File: config.mk
export PLATFORM = sky130hd
export DESIGN_NAME = scl_phase_gen
export DESIGN_NICKNAME = d
export VERILOG_FILES = /design/src/rtl/scl_gen_pkg.sv /design/src/rtl/scl_tick_div.sv /design/src/rtl/scl_pair_sel.sv /design/src/rtl/scl_phase_seq.sv /design/src/rtl/scl_phase_gen.sv
export SDC_FILE = /design/constraint.sdc
export NUM_CORES = 1
export LEC_CHECK = 0
export ABC_CLOCK_PERIOD_IN_PS = 10300
export BUFFER_PORTS_ARGS = -buffer_cell sky130_fd_sc_hd__clkbuf_2
export CORE_MARGIN = 2
export CORE_UTILIZATION = 60
export DETAILED_ROUTE_END_ITERATION = 6
export GPL_ROUTABILITY_DRIVEN = 0
export PLACE_DENSITY = 0.94
export SLEW_MARGIN = 30
export SYNTH_ARGS = -nofsm -noshare
export SYNTH_HDL_FRONTEND = slang
export SYNTH_HIERARCHICAL = 1
export SYNTH_SLANG_ARGS = --single-unit
File: constraint.sdc
create_clock -name clk -period 10.3 [get_ports clk]
set_input_delay 3.09 -clock clk [delete_from_list [all_inputs] [get_ports clk]]
set_output_delay 3.09 -clock clk [all_outputs]
set_load 0.005 [all_outputs]
File: src/rtl/scl_gen_pkg.sv
// Package: shared encodings for the clock phase timing generator.
// Assumes: mode values are driven by the byte engine as listed below.
package scl_gen_pkg;

    typedef enum logic [1:0] {
        SPD_STD  = 2'b00,
        SPD_FAST = 2'b01,
        SPD_HS   = 2'b10,
        SPD_RSV  = 2'b11
    } speed_e;

    typedef enum logic [1:0] {
        PH_IDLE = 2'b00,
        PH_LOW  = 2'b01,
        PH_HIGH = 2'b10
    } phase_e;

endpackage

File: src/rtl/scl_tick_div.sv
// Module: scl_tick_div
// Divides the system clock into a one-cycle sampling tick every psc+1 cycles.
// Assumes: psc is held steady while en is high; en low holds the count at 0,
// so the first tick after enabling comes psc+1 cycles later.
module scl_tick_div #(
    parameter int PSC_W = 8
) (
    input  logic             clk,
    input  logic             rst_n,
    input  logic             en,
    input  logic [PSC_W-1:0] psc,
    output logic             tick
);
    localparam logic [PSC_W-1:0] PC_ONE = PSC_W'(1);

    logic [PSC_W-1:0] pc;

    // Tick when the count has reached the divide limit.
    assign tick = en && (pc >= psc);

    // Count cycles between ticks, restarting on every tick or while disabled.
    always_ff @(posedge clk) begin
        if (!rst_n)          pc <= '0;
        else if (!en || tick) pc <= '0;
        else                 pc <= pc + PC_ONE;
    end

    // with a nonzero, steady divide, two ticks are never adjacent.
    assert_tick_gap_R1: assert property (@(posedge clk) disable iff (!rst_n)
        (tick && (psc != '0)) |=> (!tick || (psc != $past(psc))));

endmodule

File: src/rtl/scl_pair_sel.sv
// Module: scl_pair_sel
// Chooses which byte of each timing word is active, and adds the fixed phase
// offsets. It tracks the high-speed phase flag, which is set by the switch
// strobe and cleared by stop or by leaving high-speed mode.
// Assumes: words pack the first pair in the low byte and the high-speed pair
// in the high byte.
module scl_pair_sel
    import scl_gen_pkg::*;
#(
    parameter int CNT_W    = 8,
    parameter int LOW_OFS  = 7,
    parameter int HIGH_OFS = 5,
    parameter int LEN_W    = CNT_W + 1
) (
    input  logic               clk,
    input  logic               rst_n,
    input  logic               run,
    input  speed_e             mode,
    input  logic               hs_switch,
    input  logic [2*CNT_W-1:0] low_word,
    input  logic [2*CNT_W-1:0] high_word,
    output logic [LEN_W-1:0]   low_len,
    output logic [LEN_W-1:0]   high_len,
    output logic               hs_phase
);
    logic             use_hi;
    logic [CNT_W-1:0] low_cnt;
    logic [CNT_W-1:0] high_cnt;

    // Set the high-speed flag on the strobe; clear it on stop or mode change.
    always_ff @(posedge clk) begin
        if (!rst_n)                       hs_phase <= 1'b0;
        else if (!run || mode != SPD_HS)  hs_phase <= 1'b0;
        else if (hs_switch)               hs_phase <= 1'b1;
    end

    assign use_hi = hs_phase && (mode == SPD_HS);

    // Pick the active byte of each word.
    always_comb begin
        low_cnt  = use_hi ? low_word[2*CNT_W-1:CNT_W]  : low_word[CNT_W-1:0];
        high_cnt = use_hi ? high_word[2*CNT_W-1:CNT_W] : high_word[CNT_W-1:0];
    end

    // Phase lengths in ticks: count plus fixed offset.
    always_comb begin
        low_len  = LEN_W'(low_cnt)  + LEN_W'(LOW_OFS);
        high_len = LEN_W'(high_cnt) + LEN_W'(HIGH_OFS);
    end

    // outside high-speed mode the second pair is never selected.
    assert_no_hs_outside_R3: assert property (@(posedge clk) disable iff (!rst_n)
        (mode != SPD_HS) |=> !hs_phase);

    // once selected, the second pair stays while running in high-speed mode.
    assert_hs_sticky_R4: assert property (@(posedge clk) disable iff (!rst_n)
        (hs_phase && run && mode == SPD_HS) |=> hs_phase);

    // a stop returns to the first pair.
    assert_stop_reverts_R5: assert property (@(posedge clk) disable iff (!rst_n)
        !run |=> !hs_phase);

endmodule

File: src/rtl/scl_phase_seq.sv
// Module: scl_phase_seq
// Steps the clock through low and high phases, counting sampling ticks.
// A phase length is latched on entry to the phase, so a change in the
// selected pair only takes effect at the next phase boundary. Mid-phase
// pulses come from the tick count.
// Assumes: lengths are at least 2 ticks.
module scl_phase_seq
    import scl_gen_pkg::*;
#(
    parameter int LEN_W = 9
) (
    input  logic             clk,
    input  logic             rst_n,
    input  logic             run,
    input  logic             tick,
    input  logic [LEN_W-1:0] low_len,
    input  logic [LEN_W-1:0] high_len,
    output logic             running,
    output logic             scl_low,
    output logic             shift_tick,
    output logic             sample_tick
);
    localparam logic [LEN_W-1:0] ONE = LEN_W'(1);

    phase_e           state;
    logic [LEN_W-1:0] cnt;
    logic [LEN_W-1:0] cur_len;
    logic             last_tick;

    assign last_tick = tick && (cnt == cur_len - ONE);

    // Phase state, tick count within the phase and latched phase length.
    always_ff @(posedge clk) begin
        if (!rst_n) begin
            state   <= PH_IDLE;
            cnt     <= '0;
            cur_len <= '0;
        end else if (!run) begin
            state <= PH_IDLE;
            cnt   <= '0;
        end else begin
            case (state)
                PH_IDLE: begin
                    state   <= PH_LOW;
                    cnt     <= '0;
                    cur_len <= low_len;
                end
                PH_LOW: begin
                    if (last_tick) begin
                        state   <= PH_HIGH;
                        cnt     <= '0;
                        cur_len <= high_len;
                    end else if (tick) begin
                        cnt <= cnt + ONE;
                    end
                end
                PH_HIGH: begin
                    if (last_tick) begin
                        state   <= PH_LOW;
                        cnt     <= '0;
                        cur_len <= low_len;
                    end else if (tick) begin
                        cnt <= cnt + ONE;
                    end
                end
                default: state <= PH_IDLE;
            endcase
        end
    end

    assign running = (state != PH_IDLE);
    assign scl_low = (state == PH_LOW);

    // Mid-phase pulses on tick number floor(len/2).
    always_comb begin
        shift_tick  = (state == PH_LOW)  && tick && (cnt == (cur_len >> 1));
        sample_tick = (state == PH_HIGH) && tick && (cnt == (cur_len >> 1));
    end

    // the tick count stays inside the latched phase length.
    assert_cnt_in_phase_R2: assert property (@(posedge clk) disable iff (!rst_n)
        running |-> (cnt < cur_len));

endmodule

File: src/rtl/scl_phase_gen.sv
// Module: scl_phase_gen (top)
// Clock phase timing generator for an I2C master: a prescaler, a timing pair
// selector and a phase sequencer.
// Assumes: psc and the timing words are steady while run is high; hs_switch
// is a one-cycle strobe from the byte engine.
module scl_phase_gen
    import scl_gen_pkg::*;
#(
    parameter int PSC_W    = 8,
    parameter int CNT_W    = 8,
    parameter int LOW_OFS  = 7,
    parameter int HIGH_OFS = 5
) (
    input  logic               clk,
    input  logic               rst_n,
    input  logic               run,
    input  logic [1:0]         mode,
    input  logic [PSC_W-1:0]   psc,
    input  logic [2*CNT_W-1:0] low_word,
    input  logic [2*CNT_W-1:0] high_word,
    input  logic               hs_switch,
    output logic               scl_drive_low,
    output logic               shift_tick,
    output logic               sample_tick,
    output logic               hs_active
);
    localparam int LEN_W = CNT_W + 1;

    logic             tick;
    logic             running;
    logic [LEN_W-1:0] low_len;
    logic [LEN_W-1:0] high_len;

    scl_tick_div #(.PSC_W(PSC_W)) u_div (
        .clk   (clk),
        .rst_n (rst_n),
        .en    (running),
        .psc   (psc),
        .tick  (tick)
    );

    scl_pair_sel #(
        .CNT_W    (CNT_W),
        .LOW_OFS  (LOW_OFS),
        .HIGH_OFS (HIGH_OFS),
        .LEN_W    (LEN_W)
    ) u_sel (
        .clk       (clk),
        .rst_n     (rst_n),
        .run       (run),
        .mode      (speed_e'(mode)),
        .hs_switch (hs_switch),
        .low_word  (low_word),
        .high_word (high_word),
        .low_len   (low_len),
        .high_len  (high_len),
        .hs_phase  (hs_active)
    );

    scl_phase_seq #(.LEN_W(LEN_W)) u_seq (
        .clk         (clk),
        .rst_n       (rst_n),
        .run         (run),
        .tick        (tick),
        .low_len     (low_len),
        .high_len    (high_len),
        .running     (running),
        .scl_low     (scl_drive_low),
        .shift_tick  (shift_tick),
        .sample_tick (sample_tick)
    );

    // a stop releases the line in the next cycle.
    assert_stop_release_R5: assert property (@(posedge clk) disable iff (!rst_n)
        !run |=> (!scl_drive_low && !shift_tick && !sample_tick));

    // a start from idle begins with the line pulled low.
    assert_start_low_R6: assert property (@(posedge clk) disable iff (!rst_n)
        $rose(run) |=> scl_drive_low);

    // each mid-phase pulse belongs to its own phase, and they never coincide.
    assert_mid_ticks_R7: assert property (@(posedge clk) disable iff (!rst_n)
        (shift_tick |-> (scl_drive_low && !sample_tick)) and
        (sample_tick |-> !scl_drive_low));

endmodule

# After elaboration in Yosys (flattened, before gate mapping)
# Cells that the tools add are included.
[op_classes] addsub=5 order_cmp=1 eq_ne=9 n_mux=11 bitwise_logic=1 n_reduce_logical=22
[op_table] cell="9-bit 2-to-1 mux" count=4
[op_table] cell="9-bit case mux with 3 select lines" count=1
[op_table] cell="8-bit by 3-bit adder with 9-bit output (second input constant)" count=2
[op_table] cell="9-bit case mux with 2 select lines" count=1
[op_table] cell="8-bit 2-to-1 mux" count=2
[op_table] cell="9-bit by 1-bit adder with 9-bit output (second input constant)" count=1
[op_table] cell="9-bit by 8-bit equality test with 1-bit output" count=1
[op_table] cell="9-bit equality test" count=1
[op_table] cell="9-bit by 1-bit subtractor with 9-bit output (second input constant)" count=1
[op_table] cell="8-bit by 1-bit adder with 8-bit output (second input constant)" count=1
[op_table] cell="8-bit >= comparator" count=1
[op_table] cell="1-bit logical AND" count=7
[op_table] cell="2-bit case mux with 3 select lines" count=1
[op_table] cell="2-bit AND reduction" count=3
[op_table] cell="2-bit OR reduction" count=3
[op_table] cell="2-bit equality test (second input constant)" count=2
[op_table] cell="2-bit 2-to-1 mux" count=2
[op_table] cell="2-bit by 1-bit inequality test with 1-bit output (second input constant)" count=2
[op_table] cell="4-bit AND reduction" count=1
[op_table] cell="2-bit nonzero test" count=2
[op_table] cell="3-bit by 1-bit inequality test with 1-bit output (second input constant)" count=1
[op_table] cell="3-bit nonzero test" count=1
[op_table] cell="2-bit by 1-bit equality test with 1-bit output (second input constant)" count=1
[op_table] cell="1-bit logical NOT" count=2
[op_table] cell="4 further kinds" count=5
[totals] ff_bits=29 inputBits=46

# Logic depth before layout (Yosys ltp)
# Gate-level depths: netlist (run 1).
[logic_depth] ltp_word=6 ltp_mapped=12

# Cells and area by module
# Netlist (run 1), hierarchy kept.
[modules_own_cells] mod="scl_phase_seq" instances=1 cells_per_inst=193 area_per_inst_um2=1714.1 seq_area_each_um2=400.4
[modules_own_cells] mod="scl_pair_sel" instances=1 cells_per_inst=95 area_per_inst_um2=676.9 seq_area_each_um2=20.0
[modules_own_cells] mod="scl_tick_div" instances=1 cells_per_inst=59 area_per_inst_um2=525.5 seq_area_each_um2=160.2

# Worst setup path before layout (run 1)
# No wires, ideal clock.
[synth_timing] path_kind="input to output" startpoint="input psc[2]" endpoint="output sample_tick" arrival_time_ns=4.479 path_slack_ns=2.731 cell_stages=9 n_path_buf=0 cell_sequence="inv_1 -> ha_1 -> a211o_1 -> a31oi_2 -> nor3_1 -> o21a_1 -> inv_1 -> nor4_1 -> and2_1"
[synth_between] elab_chain_cells=4
[synth_rtl] item="start: declaration" line="scl_phase_gen.sv:18" source="input logic [PSC_W-1:0] psc,"
[synth_rtl] item="8-bit >= comparator" line="scl_tick_div.sv:19" source="assign tick = en && (pc >= psc);"
[synth_rtl] item="1-bit logical AND" line="scl_tick_div.sv:19"
[synth_rtl] item="named net tick" line="scl_phase_gen.sv:29" source="logic tick;"
[synth_rtl] item="1-bit logical AND (2 in a row)" line="scl_phase_seq.sv:77" source="sample_tick = (state == PH_HIGH) && tick && (cnt == (cur_len >> 1));"
[synth_rtl] item="end: declaration" line="scl_phase_gen.sv:24" source="output logic sample_tick,"
# The timed path passes the listed nets, and every way through them passes these cells.

# Worst setup path after layout (run 1)
[layout_timing] startpoint="input psc[5]" endpoint="output shift_tick"
[layout_between] elab_chain_cells=4
[layout_rtl] item="8-bit >= comparator" line="scl_tick_div.sv:19"
[layout_rtl] item="1-bit logical AND" line="scl_tick_div.sv:19"
[layout_rtl] item="named net tick" line="scl_phase_gen.sv:29"
[layout_rtl] item="1-bit logical AND (2 in a row)" line="scl_phase_seq.sv:76" source="shift_tick = (state == PH_LOW) && tick && (cnt == (cur_len >> 1));"
[layout_rtl] item="end: declaration" line="scl_phase_gen.sv:23" source="output logic shift_tick,"
# The timed path passes the listed nets, and every way through them passes these cells.

==> results of run 1 <==
[Yosys cell counts, types with 3 or more instances]
master,n
o2111ai_1,3
dfxtp_1,29
a211oi_1,5
nand3_1,7
clkbuf_2,3
nor3_2,3
inv_1,21
buf_6,4
a31o_2,4
nand2_1,32
nor3_1,4
xor2_1,23
a221o_1,4
nand4b_1,4
nor2_1,25
a211o_1,3
buf_4,7
mux2i_1,19
a311oi_1,9
and2_1,4
nand4_1,6
a21oi_1,12
buf_2,3
or3_1,4
xnor2_1,23
and3_1,6
clkbuf_1,4
nor2b_1,3
ha_1,17
a22oi_1,4
nor4_1,5
a211oi_2,5
o21ai_0,8
[power groups by stage]
stage	Combinational, uW	Sequential (uW)	Clock, uW
2_1_floorplan	76.3	122	0
3_3_place_gp	89.8	127	0
3_5_place_dp	93.6	128	0
4_1_cts	95.1	125	128
5_1_grt	104	126	132
6_report	96.3	125	127
[cells in the final DEF (no fill, tap or decap), types with 4 or more instances in the layout]
| master | instances |
|---|---|
| a311oi_1 | 9 |
| nand4b_1 | 4 |
| nor4_1 | 5 |
| and3_1 | 6 |
| dfxtp_1 | 29 |
| nor2_1 | 25 |
| nand2_1 | 32 |
| a211oi_2 | 5 |
| nand3_1 | 7 |
| a221o_1 | 4 |
| o21ai_0 | 8 |
| a22oi_1 | 4 |
| xor2_1 | 23 |
| ha_1 | 17 |
| or3_1 | 4 |
| inv_1 | 21 |
| a211oi_1 | 5 |
| a21oi_1 | 12 |
| a31o_2 | 4 |
| mux2i_1 | 19 |
| nor3_1 | 4 |
| xnor2_1 | 23 |
| clkbuf_8 | 6 |
| clkbuf_2 | 49 |
| nand4_1 | 6 |
| and2_1 | 4 |
[through the flow]
stage / std cells / instance area (um2) / hold WS, ns / setup slack (ns)
after global placement: 429 / 3090 / 0.470 / 2.43
after global routing: 438 / 3220 / 0.528 / 2.19
after CTS: 438 / 3220 / 0.496 / 2.31
after floorplan: 347 / 2920 / 0.448 / 2.73
final: 438 / 3220 / 0.500 / 2.29
after detailed placement: 430 / 3100 / 0.479 / 2.33
[path summary, 6_finish.rpt]
| kind | from | to | slack, ns | depth (start not counted) |
|---|---|---|---|---|
| worst max register to register | u_div/pc[0]$_SDFF_PP0_ | u_seq/cur_len[3]$_SDFFE_PN0P_ | 7.11 | 12 |
| worst max-delay path | psc[5] | shift_tick | 2.29 | 10 |
| worst min-delay path | u_div/pc[0]$_SDFF_PP0_ | u_div/pc[0]$_SDFF_PP0_ | 0.50 | 1 |
| worst min register to register | u_div/pc[0]$_SDFF_PP0_ | u_div/pc[0]$_SDFF_PP0_ | 0.50 | 1 |
[registers in the layout (all words and copies together) (netlist names)]
register,count
u_seq/cur_len,9
u_seq/state,2
u_div/pc,8
u_seq/cnt,9
u_sel/hs_phase,1
[cell type report]
type	instances	area, um2	share of cell area [%]
Sequential cell	29	581	18.0
Clock buffer	6	82.6	2.56
Clock inverter	2	37.5	1.17
Tap cell	54	67.6	2.10
Inverter	22	82.6	2.56
Timing Repair Buffer	51	264	8.19
Multi-Input combinational cell	274	2110	65.4
[worst max-delay path, stage by stage]
cell and delay [ns]:
clkbuf_2 0.08, inv_1 0.04, ha_1 0.29, o211ai_1 0.17, nor3_1 0.22, o21a_1 0.14, inv_1 0.07, nor4_1 0.46
and2_1 0.23, clkbuf_2 0.12
[metal layers]
metal / routed length, um / up-vias
li1: - / 1324
met1: 2900 / 1295
met2: 3580 / 120
met3: 352 / 26
met4: 201 / 0
met5: 0 / -
[cell families after synthesis]
group                      count (synthesis)  synth area share [%]
DFF                                       29                  19.9
AOI/OAI and AO/OA                         75                  21.0
xor gates and xnor gates                  47                  14.4
and+or+nand+nor                          114                  22.3
buffers and inverters                     44                  7.85
muxes                                     21                  7.29
adders and majority gates                 17                  7.29
==> metrics.md, run 1 <==
| Metric | Value |
|---|---|
| Clk slew on worst S/H paths | roughly 0.070 ns |
| Global routing's busiest layer | met2 |
| Share of cells above drive strength 1 | between 20% and 30% |
| Ys flop type | dfxtp_1 |
| Fmax | 125 MHz |
| Post-Synthesis Cells | between 300 and 400 |
| Layout overhead on the synthesized area | 10.5% |
| Power per cell area | 108 mW/mm2 |
| Sum Neg Setup Slack | 0 ns |
| Crit Path Category | input port to primary output |
| Die footprint | around 0.0054 mm2 |
| Layout net count | approximately 450 |
| # resized after CTS | 0 |
| Critical Path AT | between 4 and 5 ns |
| Max-Cap Viols | 0 |
| Hold Buf Count CTS | 0 |
| DRT iter0 DRCs | 190 |
| Cell Area, Synth | slightly below 0.003 mm2 |
| Yosys reg bits | 29 |
| Net count of the mapped netlist | roughly 400 |
| EDFF count, synth | 0 |
| Combinational Power Share | ~28% |
| Register share of total power | between 30 and 40% |
| Clk_lat worst skew | ~0.28 ns |
| Maximum number of pins on one net before global-route repair | 26 |
| Slew Viols, Final | 0 |
| Global route overflow | 0 |
| Synth area leader | dfxtp_1 |
| Global Route Usage Sum | 27.3% |
| Ys async rst share | 0% |
| Count of warnings emitted by yosys | 6 |
| Clock power share | ~37% |
| Final Util | ~69% |
| Hold WC Path Type | register to register |
| First-pass GRT wire length | approximately 12,000 um |
| H-tree depth | 2 |
| Tmin final | around 8 ns |
| Worst Path Max Fanout | 3 |
| Final setup viols | 0 |
| Vias | 2,765 |
| Critical path capture point type | primary output |
| Total Wirelength | 7030 um |
| Slew headroom | between 50% and 60% |
| Die width | 73.7 um |
| # rows | 25 |
| # IOs | 50 |
| Worst slew pin tran | roughly 0.71 ns |
| Number of global-route vias before repair | roughly 2,700 |
| Seq/Total Area, Yosys | between 10% and 20% |
| Dpl hpwl | between 5000 and 6000 um |
| FILL cells | approximately 340 |
| DR WL/cell | around 16 um |
| Die Ht | approximately 74 um |
| Drt drc | 0 |
| Input/output buffers | 49 |
| Met3 GRT Util | under 10% |
| Switching part of the total | between 30% and 40% |
| Final Total Pwr | around 350 uW |
| Setup bufs post-CTS | 0 |
| Root buf cell | clkbuf_8 |
| Post-synth top area share | about a fifth |
| Grt met1 use | around 32% |
| Clock Path Buffers | 2 |
| Number of CTS-inserted buffers | 5 |
| Synth unique cells | 62 |
| Core area | about 0.0047 mm2 |
| CTS tree | yes |
| RSZ-0062 raised after global routing | false |
| First-pass DRT Iterations | 5 |
| Inserted Diodes | 0 |
| Initial antenna violation count | 0 |
| WP data required | roughly 7.2 ns |
| Antenna-violating nets left | 0 |
| Syn Area/Cell | about 8.4 um2 |
| # clock sinks | 29 |
| Skew final | about 0.007 ns |
| NetSw | ~110 uW |
| Cell internal pwr | roughly 240 uW |
| Area contributors post-synth | dfxtp_1 (20%), ha_1 (7.3%), xnor2_1 (6.9%) |
| Hold Vio Cnt, Final | 0 |
| Startpoint types | input port |
| Status | finished clean |
| Initial core utilization | between 60 and 70% |
| Fin crit share | between 70% and 80% |
| Met2 GRT Util | a little under half |
| Peak VDD IR | slightly above 0.00008 V |
| Vias per cell | around 6.3 |
| Pleak | around 0.0014 uW |
Note: power is estimated with default switching activity, not from simulation.
==> run 2, diff against run 1 <==
--- a/config.mk
+++ b/config.mk
@@ -5,13 +5,14 @@
 export SDC_FILE = /design/constraint.sdc
 export NUM_CORES = 1
 export LEC_CHECK = 0
-export ABC_CLOCK_PERIOD_IN_PS = 10300
+export ABC_AREA = 1
+export ABC_CLOCK_PERIOD_IN_PS = 7900
 export BUFFER_PORTS_ARGS = -buffer_cell sky130_fd_sc_hd__clkbuf_2
 export CORE_MARGIN = 2
-export CORE_UTILIZATION = 60
+export CORE_UTILIZATION = 57
 export DETAILED_ROUTE_END_ITERATION = 6
 export GPL_ROUTABILITY_DRIVEN = 0
-export PLACE_DENSITY = 0.94
+export PLACE_DENSITY = 0.9
 export SLEW_MARGIN = 30
 export SYNTH_ARGS = -nofsm -noshare
 export SYNTH_HDL_FRONTEND = slang
==> constraint.sdc (replaced) <==
create_clock -name clk -period 7.9 [get_ports clk]
set_input_delay 2.37 -clock clk [delete_from_list [all_inputs] [get_ports clk]]
set_output_delay 2.37 -clock clk [all_outputs]
set_load 0.005 [all_outputs]
==> run 2 against run 1 <==
Against the previous run:
- combinational power grew 34%
- cell count grew 33%
- design area fell by 2.9%
- global-route usage fell by 2.5 points
- area after synthesis down 4.8%
- hold slack got worse by 0.025 ns
- register-to-register slack got worse by 1.6 ns
- flip-flop and latch count is the same
- die area rose by 0.19%
- sequential power grew 30%
- first-iteration DRC count fell by 11%
- clock-buffer cell count up 1
==> metrics.md, run 2 <==
| Metric | Value |
|---|---|
| Status | finished clean |
| DR WL/cell | approximately 10 um |
| Post-synth top area share | a little under a quarter |
| Slew headroom | approximately 70% |
| H-tree depth | 2 |
| Largest regs | u_seq/cnt (9), u_seq/cur_len (9), u_div/pc (8) |
| # clock sinks | 29 |
| Slew Viols, Final | 0 |
| Yosys reg bits | 29 |
| Input/output buffers | a little under 50 |
| Hold WC Path Type | register to register |
| CTS tree | yes |
| Die width | 73.8 um |
| Max-Cap Viols | 0 |
| Setup bufs post-CTS | 0 |
| Area contributors post-synth | nand2_1 (23%), dfxtp_1 (21%), nor2_1 (8.2%) |
| Clk_lat worst skew | 0.29 ns |
| Initial core utilization | 58.8% |
| Slowest cell on crit path | ha_1 |
| Pleak | 0.00167 uW |
| Synth unique cells | 38 |
| Fmax | approximately 160 MHz |
| Seq/Total Area, Yosys | a little over a fifth |
| Crit Path Category | input port to primary output |
| Most frequent cells in the layout | nand2_1 (168), nor2_1 (61), inv_1 (60), clkbuf_2 (49), dfxtp_1 (29) |
| Drt drc | 0 |
| Vias per cell | about 4.9 |
| Initial antenna violation count | 0 |
| R2R Setup Slk | roughly 5.5 ns |
| Net count of the mapped netlist | 533 |
| Power per cell area | 137 mW/mm2 |
| Worst slew pin tran | roughly 0.47 ns |
| Worst Path Max Fanout | 3 |
| Final worst setup slack | 1.83 ns |
| FILL cells | 431 |
| RSZ-0062 raised after global routing | false |
| Dpl ws | ~1.8 ns |
| # resized after CTS | 0 |
| Hold slack | roughly 0.48 ns |
| Maximum number of pins on one net before global-route repair | 22 |
| Clock Path Buffers | 2 |
| CP endpoint | shift_tick |
| # rows | 25 |
| First-pass GRT wire length | ~11,000 um |
| Layout overhead on the synthesized area | 12.7% |
| Die Ht | between 70 and 80 um |
| Ys async rst share | 0% |
| Adder-cell area share of the yosys netlist | between 7 and 8% |
| Hold Vio Cnt, Final | 0 |
| Number of global-route vias before repair | ~2,600 |
| Synth area leader | nand2_1 |
| Number of CTS-inserted buffers | 5 |
| Share of cells above drive strength 1 | 17.8% |
| Delay of the slowest critical-path stage | between 0.2 and 0.3 ns |
| Count of warnings emitted by yosys | 6 |
| Synth Area in Simple Gates | between 40% and 50% |
| Startpoint types | input port |
| Critical path capture point type | primary output |
| Synth Area in Compound Gates | under 10% |
| Inserted Diodes | 0 |
| Commonest non-fill, non-tap cell in the layout | nand2_1 |
| FF-to-FF path depth | 13 |
| Antenna-violating nets left | 0 |
| Worst path cell trace | clkbuf_2 -> inv_1 -> ha_1 -> nand2_1 -> nor2_1 -> nand2_1 -> nand3_1 -> nand2_1 -> inv_1 -> inv_1 -> nor3_1 -> clkbuf_2 |
| EDFF count, synth | 0 |
| Sum Neg Setup Slack | 0 ns |
| First-pass DRT Iterations | 4 |
| DRT iter0 DRCs | 170 |
| Root buf cell | clkbuf_8 |
| Global route overflow | 0 |
| Mux share of post-synthesis cell area | 0% |
| Final setup viols | 0 |
| Skew final | about 0.0069 ns |
| Hold Buf Count CTS | 0 |
| Cell Area, Synth | ~0.0028 mm2 |
| Die footprint | 0.00544 mm2 |
| Most frequent cell after synthesis | nand2_1 |
| Synth Area in XOR/XNOR | approximately 6.3% |
| Worst R2R End | u_seq/cur_len[8]$_SDFFE_PN0P_ |
| WP data required | about 5.5 ns |
| Vias | between 2,000 and 3,000 |
| Tmin final | approximately 6.1 ns |
| Total Wirelength | 6110 um |
| Critical Path AT | 3.70 ns |
| Layout net count | 578 |
| Ys flop type | dfxtp_1 |
| Dpl hpwl | roughly 5000 um |
| Worst setup startpoint | psc[7] |
| # IOs | 50 |
| Global Route Usage Sum | around 25% |
| Peak VDD IR | approximately 0.000074 V |
| Syn Area/Cell | 5.91 um2 |
| Worst r2r src | u_sel/hs_phase$_SDFFE_PP0P_ |
| Core area | roughly 0.0047 mm2 |
| Clk slew on worst S/H paths | 0.06 ns |
| Post-Synthesis Cells | 470 |
| Fin crit share | 76.8% |
| Largest family of logic cells by synthesized area | simple AND/OR/NAND/NOR gates |
| Commonest cells in the netlist | nand2_1 (168), nor2_1 (61), inv_1 (60) |
[run 2: power breakdown]
part           switching [uW]  total [uW]  internal [uW]
registers                9.49         162            153
logic                    80.0         129           49.2
clock network            58.4         137           78.6
[run 2: layer usage]
metal | vias to the layer above | track usage (%) | share of wire, %
met1 | 1223 | 30.5 | 46
met5 | - | 0 | 0
li1 | 1544 | - | -
met4 | 0 | 8.69 | 1.9
met2 | 78 | 43.5 | 47
met3 | 15 | 4.25 | 4.9
[run 2: cell type report]
cell class,instances,area (um2),area share [%]
Multi-Input combinational cell,366,1880,60.0
Tap cell,67,83.8,2.68
Sequential cell,29,581,18.6
Inverter,64,240,7.68
Clock inverter,1,5.00,0.160
Clock buffer,7,96.3,3.08
Timing Repair Buffer,49,245,7.84
[run 2: critical path: cells and delay by family]
family,cells,cell delay [ns]
AND/OR/NAND/NOR,6,0.67
buffers and inverters,5,0.37
adder cells (fa/ha/maj),1,0.28
[run 2: worst min-delay path by stage]
| stage | start | to | slack [ns] | cells after the start |
|---|---|---|---|---|
| final | u_div/pc[0]$_SDFF_PP0_ | u_div/pc[0]$_SDFF_PP0_ | 0.48 | 1 |
| after global routing | u_div/pc[0]$_SDFF_PP0_ | u_div/pc[0]$_SDFF_PP0_ | 0.51 | 1 |
| after CTS | u_div/pc[0]$_SDFF_PP0_ | u_div/pc[0]$_SDFF_PP0_ | 0.48 | 1 |
| after detailed placement | u_div/pc[0]$_SDFF_PP0_ | u_div/pc[0]$_SDFF_PP0_ | 0.47 | 1 |
| after global placement | u_div/pc[0]$_SDFF_PP0_ | u_div/pc[0]$_SDFF_PP0_ | 0.46 | 1 |
| after floorplan | u_div/pc[0]$_SDFF_PP0_ | u_div/pc[0]$_SDFF_PP0_ | 0.44 | 1 |
[run 2: metrics by stage]
| stage | total power (uW) | cells | util (%) | instance area, um2 |
|---|---|---|---|---|
| after global placement | 288 | 575 | 64.1 | 3030 |
| after CTS | 430 | 583 | 66.2 | 3130 |
| final | 429 | 583 | 66.2 | 3130 |
| after floorplan | 262 | 470 | - | 2780 |
| after detailed placement | 292 | 575 | 64.1 | 3030 |
| after global routing | 459 | 583 | 66.2 | 3130 |
[run 2: cell families (layout without fill, tap and decap cells)]
| family | Yosys count | after routing |
|---|---|---|
| compound gates | 35 | 35 |
| xor+xnor | 20 | 20 |
| simple gates | 294 | 294 |
| buf+inv | 75 | 121 |
| flops | 29 | 29 |
| fa+ha+maj | 17 | 17 |
